**src/rtl/tsreg_pkg.sv**
```systemverilog
package tsreg_pkg;
  localparam int DATA_W  = 16;
  localparam int ADDR_W  = 3;
  localparam int HYST_LO = 9;

  localparam logic [ADDR_W-1:0] A_CAP  = 3'd0;
  localparam logic [ADDR_W-1:0] A_CFG  = 3'd1;
  localparam logic [ADDR_W-1:0] A_HIGH = 3'd2;
  localparam logic [ADDR_W-1:0] A_LOW  = 3'd3;
  localparam logic [ADDR_W-1:0] A_CRIT = 3'd4;
  localparam logic [ADDR_W-1:0] A_TEMP = 3'd5;
  localparam logic [ADDR_W-1:0] A_MFG  = 3'd6;
  localparam logic [ADDR_W-1:0] A_DEV  = 3'd7;

  typedef struct packed {
    logic cfgWr;        // configuration write this cycle
    logic fieldsOpen;   // mode/pol/enable/hyst may load
    logic critOnlyOpen; // critical-only may be set
    logic shdnSetOpen;  // shutdown may be set
    logic ldHigh;
    logic ldLow;
    logic ldCrit;
  } strobe_t;
endpackage

```
**src/rtl/tsreg_ctrl.sv**
```systemverilog
module tsreg_ctrl
  import tsreg_pkg::*;
(
  input  logic              clk,
  input  logic              rstN,
  input  logic              wrEn,
  input  logic [ADDR_W-1:0] regAddr,
  input  logic              clrBit,
  input  logic              alarmLocked,
  input  logic              critLocked,
  output strobe_t           stb,
  output logic              clearPulse
);
  logic anyLock;
  assign anyLock = alarmLocked | critLocked;

  always_comb begin
    stb              = '0;
    stb.cfgWr        = wrEn && (regAddr == A_CFG);
    stb.fieldsOpen   = !anyLock;
    stb.critOnlyOpen = !alarmLocked;
    stb.shdnSetOpen  = !anyLock;
    stb.ldHigh       = wrEn && (regAddr == A_HIGH) && !alarmLocked;
    stb.ldLow        = wrEn && (regAddr == A_LOW)  && !alarmLocked;
    stb.ldCrit       = wrEn && (regAddr == A_CRIT) && !critLocked;
  end

  always_ff @(posedge clk) begin
    if (!rstN) clearPulse <= 1'b0;
    else       clearPulse <= stb.cfgWr && clrBit;
  end

  assert_one_target_R10: assert property (@(posedge clk) disable iff (!rstN)
    $onehot0({stb.cfgWr, stb.ldHigh, stb.ldLow, stb.ldCrit}));
endmodule

```
**src/rtl/tsreg_datapath.sv**
```systemverilog
module tsreg_datapath
  import tsreg_pkg::*;
#(
  parameter logic [DATA_W-1:0] CAP_VAL = 16'h007F,
  parameter logic [DATA_W-1:0] MFG_VAL = 16'h1B09,
  parameter logic [DATA_W-1:0] DEV_VAL = 16'h0813
)(
  input  logic              clk,
  input  logic              rstN,
  input  strobe_t           stb,
  input  logic [ADDR_W-1:0] regAddr,
  input  logic [DATA_W-1:0] wrData,
  input  logic [DATA_W-1:0] tempIn,
  input  logic              eventStatus,
  output logic [DATA_W-1:0] rdData,
  output logic              cfgIntMode,
  output logic              cfgPolHigh,
  output logic              cfgCritOnly,
  output logic              cfgOutEnable,
  output logic              cfgShutdown,
  output logic [1:0]        cfgHyst,
  output logic              alarmLocked,
  output logic              critLocked,
  output logic [DATA_W-1:0] highLimit,
  output logic [DATA_W-1:0] lowLimit,
  output logic [DATA_W-1:0] critLimit
);
  localparam logic [DATA_W-1:0] LIM_MASK = 16'h1FFC;

  logic [DATA_W-1:0] cfgWord;

  always_ff @(posedge clk) begin
    if (!rstN) begin
      cfgIntMode   <= 1'b0;
      cfgPolHigh   <= 1'b0;
      cfgCritOnly  <= 1'b0;
      cfgOutEnable <= 1'b0;
      cfgShutdown  <= 1'b0;
      cfgHyst      <= 2'b00;
      alarmLocked  <= 1'b0;
      critLocked   <= 1'b0;
    end else if (stb.cfgWr) begin
      if (stb.fieldsOpen) begin
        cfgIntMode   <= wrData[0];
        cfgPolHigh   <= wrData[1];
        cfgOutEnable <= wrData[3];
        cfgHyst      <= wrData[HYST_LO+1:HYST_LO];
      end
      cfgCritOnly <= stb.critOnlyOpen ? wrData[2] : (cfgCritOnly & wrData[2]);
      cfgShutdown <= stb.shdnSetOpen  ? wrData[8] : (cfgShutdown & wrData[8]);
      alarmLocked <= alarmLocked | wrData[6];
      critLocked  <= critLocked  | wrData[7];
    end
  end

  always_ff @(posedge clk) begin
    if (!rstN) begin
      highLimit <= '0;
      lowLimit  <= '0;
      critLimit <= '0;
    end else begin
      if (stb.ldHigh) highLimit <= wrData & LIM_MASK;
      if (stb.ldLow)  lowLimit  <= wrData & LIM_MASK;
      if (stb.ldCrit) critLimit <= wrData & LIM_MASK;
    end
  end

  assign cfgWord = {5'b0, cfgHyst, cfgShutdown, critLocked, alarmLocked, 1'b0,
                    eventStatus, cfgOutEnable, cfgCritOnly, cfgPolHigh, cfgIntMode};

  always_comb begin
    case (regAddr)
      A_CAP:   rdData = CAP_VAL;
      A_CFG:   rdData = cfgWord;
      A_HIGH:  rdData = highLimit;
      A_LOW:   rdData = lowLimit;
      A_CRIT:  rdData = critLimit;
      A_TEMP:  rdData = tempIn;
      A_MFG:   rdData = MFG_VAL;
      default: rdData = DEV_VAL;
    endcase
  end

  assert_alarm_lock_sticky_R6: assert property (@(posedge clk) disable iff (!rstN)
    alarmLocked |=> alarmLocked);
  assert_crit_lock_sticky_R6: assert property (@(posedge clk) disable iff (!rstN)
    critLocked |=> critLocked);
  assert_fields_frozen_R7: assert property (@(posedge clk) disable iff (!rstN)
    (alarmLocked || critLocked) |=> $stable({cfgIntMode, cfgPolHigh, cfgOutEnable, cfgHyst}));
  assert_no_shdn_set_R8: assert property (@(posedge clk) disable iff (!rstN)
    ((alarmLocked || critLocked) && !cfgShutdown) |=> !cfgShutdown);
  assert_no_critonly_set_R9: assert property (@(posedge clk) disable iff (!rstN)
    (alarmLocked && !cfgCritOnly) |=> !cfgCritOnly);
  assert_alarm_limits_frozen_R10: assert property (@(posedge clk) disable iff (!rstN)
    alarmLocked |=> ($stable(highLimit) && $stable(lowLimit)));
  assert_crit_limit_frozen_R10: assert property (@(posedge clk) disable iff (!rstN)
    critLocked |=> $stable(critLimit));
endmodule

```
**src/rtl/tsreg_top.sv**
```systemverilog
module tsreg_top
  import tsreg_pkg::*;
(
  input  logic              clk,
  input  logic              rstN,
  input  logic              wrEn,
  input  logic [ADDR_W-1:0] regAddr,
  input  logic [DATA_W-1:0] wrData,
  output logic [DATA_W-1:0] rdData,
  input  logic [DATA_W-1:0] tempIn,
  input  logic              eventStatus,
  output logic              cfgIntMode,
  output logic              cfgPolHigh,
  output logic              cfgCritOnly,
  output logic              cfgOutEnable,
  output logic              cfgShutdown,
  output logic [1:0]        cfgHyst,
  output logic              alarmLocked,
  output logic              critLocked,
  output logic [DATA_W-1:0] highLimit,
  output logic [DATA_W-1:0] lowLimit,
  output logic [DATA_W-1:0] critLimit,
  output logic              clearPulse
);
  strobe_t stb;

  tsreg_ctrl u_ctrl (
    .clk(clk), .rstN(rstN), .wrEn(wrEn), .regAddr(regAddr), .clrBit(wrData[5]),
    .alarmLocked(alarmLocked), .critLocked(critLocked),
    .stb(stb), .clearPulse(clearPulse)
  );

  tsreg_datapath u_dp (
    .clk(clk), .rstN(rstN), .stb(stb), .regAddr(regAddr), .wrData(wrData),
    .tempIn(tempIn), .eventStatus(eventStatus), .rdData(rdData),
    .cfgIntMode(cfgIntMode), .cfgPolHigh(cfgPolHigh), .cfgCritOnly(cfgCritOnly),
    .cfgOutEnable(cfgOutEnable), .cfgShutdown(cfgShutdown), .cfgHyst(cfgHyst),
    .alarmLocked(alarmLocked), .critLocked(critLocked),
    .highLimit(highLimit), .lowLimit(lowLimit), .critLimit(critLimit)
  );

  assert_clear_needs_cfg_write_R5: assert property (@(posedge clk) disable iff (!rstN)
    !(wrEn && regAddr == A_CFG && wrData[5]) |=> !clearPulse);
endmodule

```
**config.mk**
```make
export PLATFORM = sky130hd
export DESIGN_NAME = tsreg_top
export DESIGN_NICKNAME = d
export VERILOG_FILES = /design/src/rtl/tsreg_pkg.sv /design/src/rtl/tsreg_ctrl.sv /design/src/rtl/tsreg_datapath.sv /design/src/rtl/tsreg_top.sv
export SDC_FILE = /design/constraint.sdc
export NUM_CORES = 1
export LEC_CHECK = 0
export BUFFER_PORTS_ARGS = -buffer_cell sky130_fd_sc_hd__buf_2
export CORE_ASPECT_RATIO = 1.2
export CORE_MARGIN = 2
export CORE_UTILIZATION = 49
export CTS_CLUSTER_DIAMETER = 30
export DETAILED_ROUTE_END_ITERATION = 12
export PLACE_DENSITY = 0.86
export SYNTH_ARGS = -nofsm -noshare
export SYNTH_HDL_FRONTEND = slang
export SYNTH_SLANG_ARGS = --single-unit
```
**constraint.sdc**
```tcl
create_clock -name clk -period 3.6 [get_ports clk]
set_input_delay 0.18 -clock clk [delete_from_list [all_inputs] [get_ports clk]]
set_output_delay 0.18 -clock clk [all_outputs]
set_load 0.005 [all_outputs]
```
; After elaboration in Yosys (flattened, before gate mapping)
; Cells that the tools add are included.
[classes]
n_reduce_logical = 12
bitwise_logic = 6
n_mux = 3
n_eq_ne = 6
[ops]
columns = operator, n
row1 = 16-bit one-hot mux with 7 select lines, 1
row2 = "3-bit equality test, second input constant", 3
row3 = 1-bit logical AND, 8
row4 = "3-bit by 2-bit equality test with 1-bit output, second input constant", 2
row5 = "3-bit by 1-bit equality test with 1-bit output, second input constant", 1
row6 = 3-bit logical NOT, 1
row7 = 1-bit OR, 3
row8 = 1-bit bitwise AND, 2
row9 = 1-bit logical NOT, 2
row10 = 1-bit two-way mux, 2
row11 = 2-bit AND reduction, 1
row12 = 1-bit inverter, 1
[totals]
register_bits = 43
word_cells = 39

; Logic depth before layout (Yosys ltp)
; Gate-level depths: netlist of run 1.
[logic_depth]
word_depth = 3
depth_mapped = 6
mapped_depth_nobuf = 3

; Cells and area by module
; From an unflattened synthesis of run 1, not the netlist that was laid out.
[hier_totals]
cells_unflattened = 253
area_unflattened_um2 = 2359.8
[modules_own_cells]
columns = mod, cells_per_inst, n_inst, area_each_um2
row1 = tsreg_datapath, 242, 1, 2270.9
row2 = tsreg_ctrl, 11, 1, 88.8

; Worst setup path after synthesis of run 1
; No wires, ideal clock.
[synth_path]
kind = reg2reg
from = register u_dp.alarmLocked
to = register u_dp.highLimit[5]
arrival_time_ns = 1.207
synth_period_minus_slack_ns = 1.327
path_slack_ns = 2.273
path_stages_with_launch = 4
required_ns = 3.480
path_cell_list = dfxtp_1 > or4_4 > buf_6 > mux2i_1
[synth_via]
elab_chain_len = 2
[synth_lines]
columns = element, line
row1 = from (decl), tsreg_datapath.sv:22  ; output logic alarmLocked,
row2 = from (signal assigned), tsreg_datapath.sv:51  ; alarmLocked <= alarmLocked | wrData[6];
row3 = 1-bit logical NOT, -
row4 = 1-bit logical AND, tsreg_ctrl.sv:23  ; stb.ldHigh = wrEn && (regAddr == A_HIGH) && !alarmLocked;
row5 = to (signal assigned), tsreg_datapath.sv:62  ; if (stb.ldHigh) highLimit <= wrData & LIM_MASK;
row6 = to (decl), tsreg_datapath.sv:24  ; output logic [DATA_W-1:0] highLimit,
; No other way between the ends.
; A chain may end at the register's enable or synchronous reset.

; Worst setup path after layout of run 1
[layout_path]
from = input port regAddr[0]
to = register u_dp.lowLimit[5]
[layout_via]
elab_chain_len = 3
[layout_lines]
columns = element, line
row1 = from (decl), tsreg_top.sv:7  ; input logic [ADDR_W-1:0] regAddr,
row2 = 3-bit by 2-bit equality test with 1-bit output, tsreg_ctrl.sv:24  ; stb.ldLow = wrEn && (regAddr == A_LOW) && !alarmLocked;
row3 = 1-bit logical AND (2 in series), tsreg_ctrl.sv:24
row4 = to (signal assigned), tsreg_datapath.sv:63  ; if (stb.ldLow) lowLimit <= wrData & LIM_MASK;
row5 = to (decl), tsreg_datapath.sv:25  ; output logic [DATA_W-1:0] lowLimit,
; No other way between the ends.

==> reports/results.txt, run 1 <==
Max Buffers Root-to-Sink -> 2
Required time worst endpoint -> 3820 ps
Slew Limit Fails -> 0
Share of layout cells above drive strength 1 -> 34.2%
Async SR Flop Fraction -> 0%
I/O Buffers -> 94
Distinct cells, synth -> 37
Initial Util -> 50.3%
Die Height -> 79.0 µm
Hold Buf Count CTS -> 0
Gp weighted congestion -> 0.826
Htree depth -> 2
Main synth FF type -> dfxtp_1
Yosys warns -> 0
Syn avg cell area -> 9.00 µm²
Switching share of power -> 25.7%
Worst-Margin Slew -> 1050 ps
P_int -> 724 µW
Post-route DRC -> 0
Register area share after synthesis -> 37.5%
CP endpoint kind -> flip-flop
Clock transition at path regs -> 70 ps
Routed len/inst -> 15.3 µm
Critical Path AT -> 2180 ps
Pre-Repair DR Iteration Count -> 4
GRT overflow -> 0
CP startpoint kind -> input port
Final Cycle Share -> 54.5%
CP max FO -> 31
Sink Count -> 43
Initial DRC count -> 164
Synth area leader -> dfxtp_1
Post-CTS Resized -> 0
Vias per inst -> 5.36
CP Class -> input port to flip-flop
Max-cap violation count -> 0
Die area -> 0.00525 mm²
Hold_sp -> wrData[1]
First-pass GRT wire length -> 9360 µm
Cts bufs inserted -> 5
Vias -> 2128
Clk root buf -> clkbuf_8
Largest net degree at the start of global routing -> 56
P_sw -> 250 µW
Final ANT Viol Nets -> 0
P&R area growth vs syn -> 21.9%
Synth Cell Area -> 0.00229 mm²
Cells after Synth -> 255
CTS tree -> done
FF-to-FF Start -> u_dp.alarmLocked$_SDFFE_PN0P_
HPWL Detailed -> 4320 µm
Worst min-delay path category -> input port to flip-flop
Post-placement cell count -> 389
CORE AREA -> 0.00456 mm²
Final Util -> 61.3%
Share of the synthesized area in the top cell type -> 37.5%
Critical Path Start -> regAddr[0]
Worst Skew -> 4.71 ps
Die Width -> 66.5 µm
Tmin final -> 1960 ps
# diodes -> 0
Postcts setup bufs -> 0
Post-route insts no fill -> 397
Peak supply drop -> 0.326 mV
Initial antenna violation count -> 0
Final nets -> 377
Setup total negative slack -> 0 ps
Fill cells -> 420
Synth Register Bits -> 43
RSZ-0062 raised after global routing -> no
Static leakage -> 1.37 nW
Synth area leaders -> dfxtp_1, mux2i_1, nand2_1, buf_4, mux2_2
Post-synth EDFFs -> 0
Setup violations, final -> 0
# IOs -> 113
Reg power frac -> 50.8%
Status -> complete, no violations
Comb power frac -> 14.9%
Vias in the first global route -> 1972
Clk_lat worst skew -> 300 ps
Max_slew headroom -> 29.8%
Rows -> 27
P per Cell Area -> 348 mW/mm²
Final Hold Fails -> 0
Total wire length -> 6070 µm
GRT Total Usage -> 23.2%
Clock power share -> 34.3%
Max Clock Freq -> 509 MHz
worst max-delay path: stages:
cell,delay (ps)
buf_2,450
inv_1,310
nor4_4,960
mux2i_1,280
through the flow:
| step | setup WS [ps] | total power [mW] | cell area, µm² | hold slack [ps] |
|---|---|---|---|---|
| finish | 1640 | 0.974 | 2800 | 136 |
| global route | 1500 | 1.02 | 2800 | 151 |
| CTS | 1630 | 0.976 | 2800 | 128 |
| detailed placement | 1340 | 0.651 | 2700 | 444 |
| global placement | 1370 | 0.648 | 2700 | 431 |
| floorplan | 2270 | 0.604 | 2350 | 322 |
layout make-up:
class	count	area (µm²)	area share [%]
Multi-Input combinational cell	190	1280	45.7
Sequential cell	43	861	30.8
Inverter	4	15.0	0.537
Timing Repair Buffer	94	470	16.8
Tap cell	58	72.6	2.60
Clock buffer	8	100	3.58
final timing paths:
check	to	slack [ps]	depth (start not counted)
min	u_dp.cfgPolHigh$_SDFFE_PN0P_	140	3
max	u_dp.lowLimit[5]$_SDFFE_PN0P_	1640	4
max reg2reg	u_dp.lowLimit[5]$_SDFFE_PN0P_	1840	2
min reg2reg	u_dp.highLimit[12]$_SDFFE_PN0P_	480	2
cell families (layout without fill, tap and decap cells):
logic type | after synthesis | in the layout | synth area share [%]
compound gates | 38 | 38 | 12.1
mux | 50 | 50 | 22.2
buf+inv | 36 | 106 | 9.49
flops | 43 | 43 | 37.5
simple gates | 87 | 87 | 18.5
other cells | 1 | 15 | 0.163
state kept, by name (all words and copies together) (netlist names):
signal	flops
u_dp.critLimit	11
u_dp.highLimit	11
u_dp.lowLimit	11
u_dp.cfgHyst	2
u_ctrl.clearPulse	1
u_dp.alarmLocked	1
u_dp.cfgCritOnly	1
u_dp.cfgIntMode	1
u_dp.cfgOutEnable	1
u_dp.cfgPolHigh	1
u_dp.cfgShutdown	1
u_dp.critLocked	1
metal layers:
metal  global-route usage [%]  part of all wire, %  up-vias
li1                         -                    -     1023
met3                     3.97                  6.9        9
met1                     29.0                   41     1012
met4                     8.57                  1.7        0
met2                     39.6                   50       84
met5                        0                    0        -
cells in the final DEF, fill, tap and decap left out, types with 2 or more instances in the layout:
cell        n
buf_2      94
nand2_1    54
dfxtp_1    43
mux2i_1    42
conb_1     15
nor2b_1     9
a21oi_1     9
nor2_1      9
mux2_2      8
clkbuf_8    7
a221oi_1    6
o21ai_0     4
and3_1      4
a22oi_1     3
o2bb2ai_1   3
nand2b_1    3
inv_1       3
o221a_2     3
o211ai_1    2
a2bb2oi_1   2
o22ai_1     2
cells in the mapped netlist (2+ instances only):
library cell,count
inv_1,3
a221oi_1,6
a2bb2oi_1,2
o21ai_0,4
buf_2,6
nand2_1,54
dfxtp_1,43
clkbuf_1,6
mux2_2,8
o2bb2ai_1,3
o22ai_1,2
nand2b_1,3
and3_1,4
a22oi_1,3
buf_4,18
o211ai_1,2
nor2_1,9
nor2b_1,9
a21oi_1,9
o221a_2,3
mux2i_1,42
power groups by stage:
stage	registers [mW]	clock network (mW)	logic (mW)
detailed placement	0.506	0	0.145
global placement	0.505	0	0.143
floorplan	0.505	0	0.0987
global route	0.496	0.360	0.161
CTS	0.495	0.336	0.145
finish	0.495	0.334	0.146
No activity file was read; power rests on OpenSTA's default activity.
==> run 2: changes to the inputs <==
--- a/config.mk
+++ b/config.mk
@@ -8,10 +8,10 @@
 export BUFFER_PORTS_ARGS = -buffer_cell sky130_fd_sc_hd__buf_2
 export CORE_ASPECT_RATIO = 1.2
 export CORE_MARGIN = 2
-export CORE_UTILIZATION = 49
+export CORE_UTILIZATION = 46
 export CTS_CLUSTER_DIAMETER = 30
 export DETAILED_ROUTE_END_ITERATION = 12
-export PLACE_DENSITY = 0.86
+export PLACE_DENSITY = 0.81
 export SYNTH_ARGS = -nofsm -noshare
 export SYNTH_HDL_FRONTEND = slang
 export SYNTH_SLANG_ARGS = --single-unit
==> constraint.sdc (replaced) <==
create_clock -name clk -period 1.95 [get_ports clk]
set_input_delay 0.0975 -clock clk [delete_from_list [all_inputs] [get_ports clk]]
set_output_delay 0.0975 -clock clk [all_outputs]
set_load 0.005 [all_outputs]
==> reports/results.txt, run 2 (synthesis results as in run 1) <==
Most common cell after layout, fill and taps aside -> buf_2
Die area -> 0.00557 mm² (+6.2%)
Max_slew headroom -> 66.0% (+36 points)
I/O Buffers -> 94 (unchanged)
CTS tree -> done
Gp weighted congestion -> 0.834 (+1.0%)
# diodes -> 0 (unchanged)
GRT Total Usage -> 22.6% (-0.66 points)
Largest net degree at the start of global routing -> 30 (-46%)
Clk_lat worst skew -> 300 ps (about the same)
P per Cell Area -> 629 mW/mm² (+81%)
Initial DRC count -> 177 (+7.9%)
Required time worst endpoint -> 1850 ps (-1970 ps)
CP max FO -> 5 (-84%)
Clk root buf -> clkbuf_8
Max Clock Freq -> 659 MHz
Total power -> 1.82 mW (+86%)
RSZ-0062 raised after global routing -> no
Status -> complete, no violations
Critical Path Start -> u_dp.critLocked$_SDFFE_PN0P_
Design area -> 0.00289 mm² (+3.2%)
Max Buffers Root-to-Sink -> 2 (unchanged)
Worst min-delay path category -> input port to flip-flop
Tmin final -> 1520 ps
CP startpoint kind -> flip-flop
M2 GR Usage -> 38.1% (-1.5 points)
Final Cycle Share -> 77.8%
Routed len/inst -> 15.1 µm (-1.3%)
First-pass GRT wire length -> 9230 µm (-1.3%)
GRT overflow -> 0 (unchanged)
Post-CTS Resized -> 0 (unchanged)
Max-cap violation count -> 0 (unchanged)
Worst hold margin -> 42.5 ps (-93.1 ps)
Fill cells -> 427 (+1.7%)
Postcts setup bufs -> 0 (unchanged)
# IOs -> 113 (unchanged)
Initial antenna violation count -> 0 (unchanged)
Vias per inst -> 5.36 (about the same)
CORE AREA -> 0.00487 mm² (+6.8%)
Vias -> 2194 (+3.1%)
GR met3 Demand/Resource -> 4.85% (+0.88 points)
Slew Limit Fails -> 0 (unchanged)
Share of layout cells above drive strength 1 -> 36.1% (+1.9 points)
Peak supply drop -> 0.356 mV (+9.2%)
Dpl cell area -> 0.00279 mm² (+3.3%)
Regs by FF count -> u_dp.critLimit (11), u_dp.highLimit (11), u_dp.lowLimit (11)
Post-route DRC -> 0 (unchanged)
CP endpoint kind -> primary output
Most frequent cells in the layout -> buf_2, nand2_1, dfxtp_1
Pre-Repair DR Iteration Count -> 4 (unchanged)
Vias in the first global route -> 2011 (+2.0%)
Final Hold Fails -> 0 (unchanged)
Hold Buf Count CTS -> 0 (unchanged)
Final ANT Viol Nets -> 0 (unchanged)
Die Width -> 68.5 µm (+3.0%)
Htree depth -> 2 (unchanged)
HPWL Detailed -> 4620 µm (+6.8%)
Rows -> 28 (+3.7%)
Static leakage -> 1.43 nW (+3.9%)
Worst Skew -> 4.70 ps (-0.0134 ps)
Setup total negative slack -> 0 ps (unchanged)
GR peak layer -> met2
Final nets -> 387 (+2.7%)
Setup violations, final -> 0 (unchanged)
Critical Path AT -> 1420 ps (-760 ps)
Clock transition at path regs -> 80 ps (about the same)
Initial Util -> 47.1% (-3.2 points)
Die Height -> 81.4 µm (+3.0%)
Cts bufs inserted -> 5 (unchanged)
CP Class -> flip-flop to primary output
FF-to-FF Start -> u_dp.alarmLocked$_SDFFE_PN0P_
M1 GR Usage -> 26.2% (-2.8 points)
P&R area growth vs syn -> 25.8%
Sink Count -> 43 (unchanged)
Total wire length -> 6170 µm (+1.7%)
Worst-Margin Slew -> 510 ps (-535 ps)
Hold_sp -> wrData[1]
[run 2: changes by cell type in the layout (fill, tap and decap cells not counted), sizes merged]
cell and delta:
buf +10
[run 2: metal layers]
layer	vias up	routed length [µm]
met5	-	0
met4	0	131
met3	13	493
met2	108	3120
met1	1018	2420
li1	1055	-
[run 2: final cells by class]
class,count,area (µm²),share of cell area (%)
Clock buffer,8,100,3.47
Timing Repair Buffer,104,558,19.3
Tap cell,60,75.1,2.60
Sequential cell,43,861,29.8
Inverter,4,15.0,0.520
Multi-Input combinational cell,190,1280,44.3
[run 2: critical path, stage by stage, from the launching register on]
cell and delay, ps:
dfxtp_1 380, mux2_2 290, a221oi_1 240, nor2_1 80, buf_2 130
[run 2: metrics by stage]
step           setup slack (ps)  cells  util [%]
5_1_grt                     356    409      59.3
6_report                    434    409      59.3
2_1_floorplan               623    269         -
4_1_cts                     421    409      59.3
3_3_place_gp                427    401      57.2
3_5_place_dp                401    401      57.2
[run 2: final timing paths]
kind / cells past startpoint / slack (ps) / endpoint
worst max-delay path: 4 / 430 / rdData[7]
worst min-delay path: 3 / 40 / u_dp.cfgPolHigh$_SDFFE_PN0P_
worst max register to register: 2 / 480 / u_dp.highLimit[4]$_SDFFE_PN0P_
worst min register to register: 2 / 470 / u_dp.critLimit[12]$_SDFFE_PN0P_
[run 2: report_power, final]
part	switching, mW	total, mW	internal (mW)
Sequential	0.0163	0.913	0.897
Clock	0.296	0.619	0.323
Combinational	0.155	0.283	0.129
Total	0.467	1.82	1.35
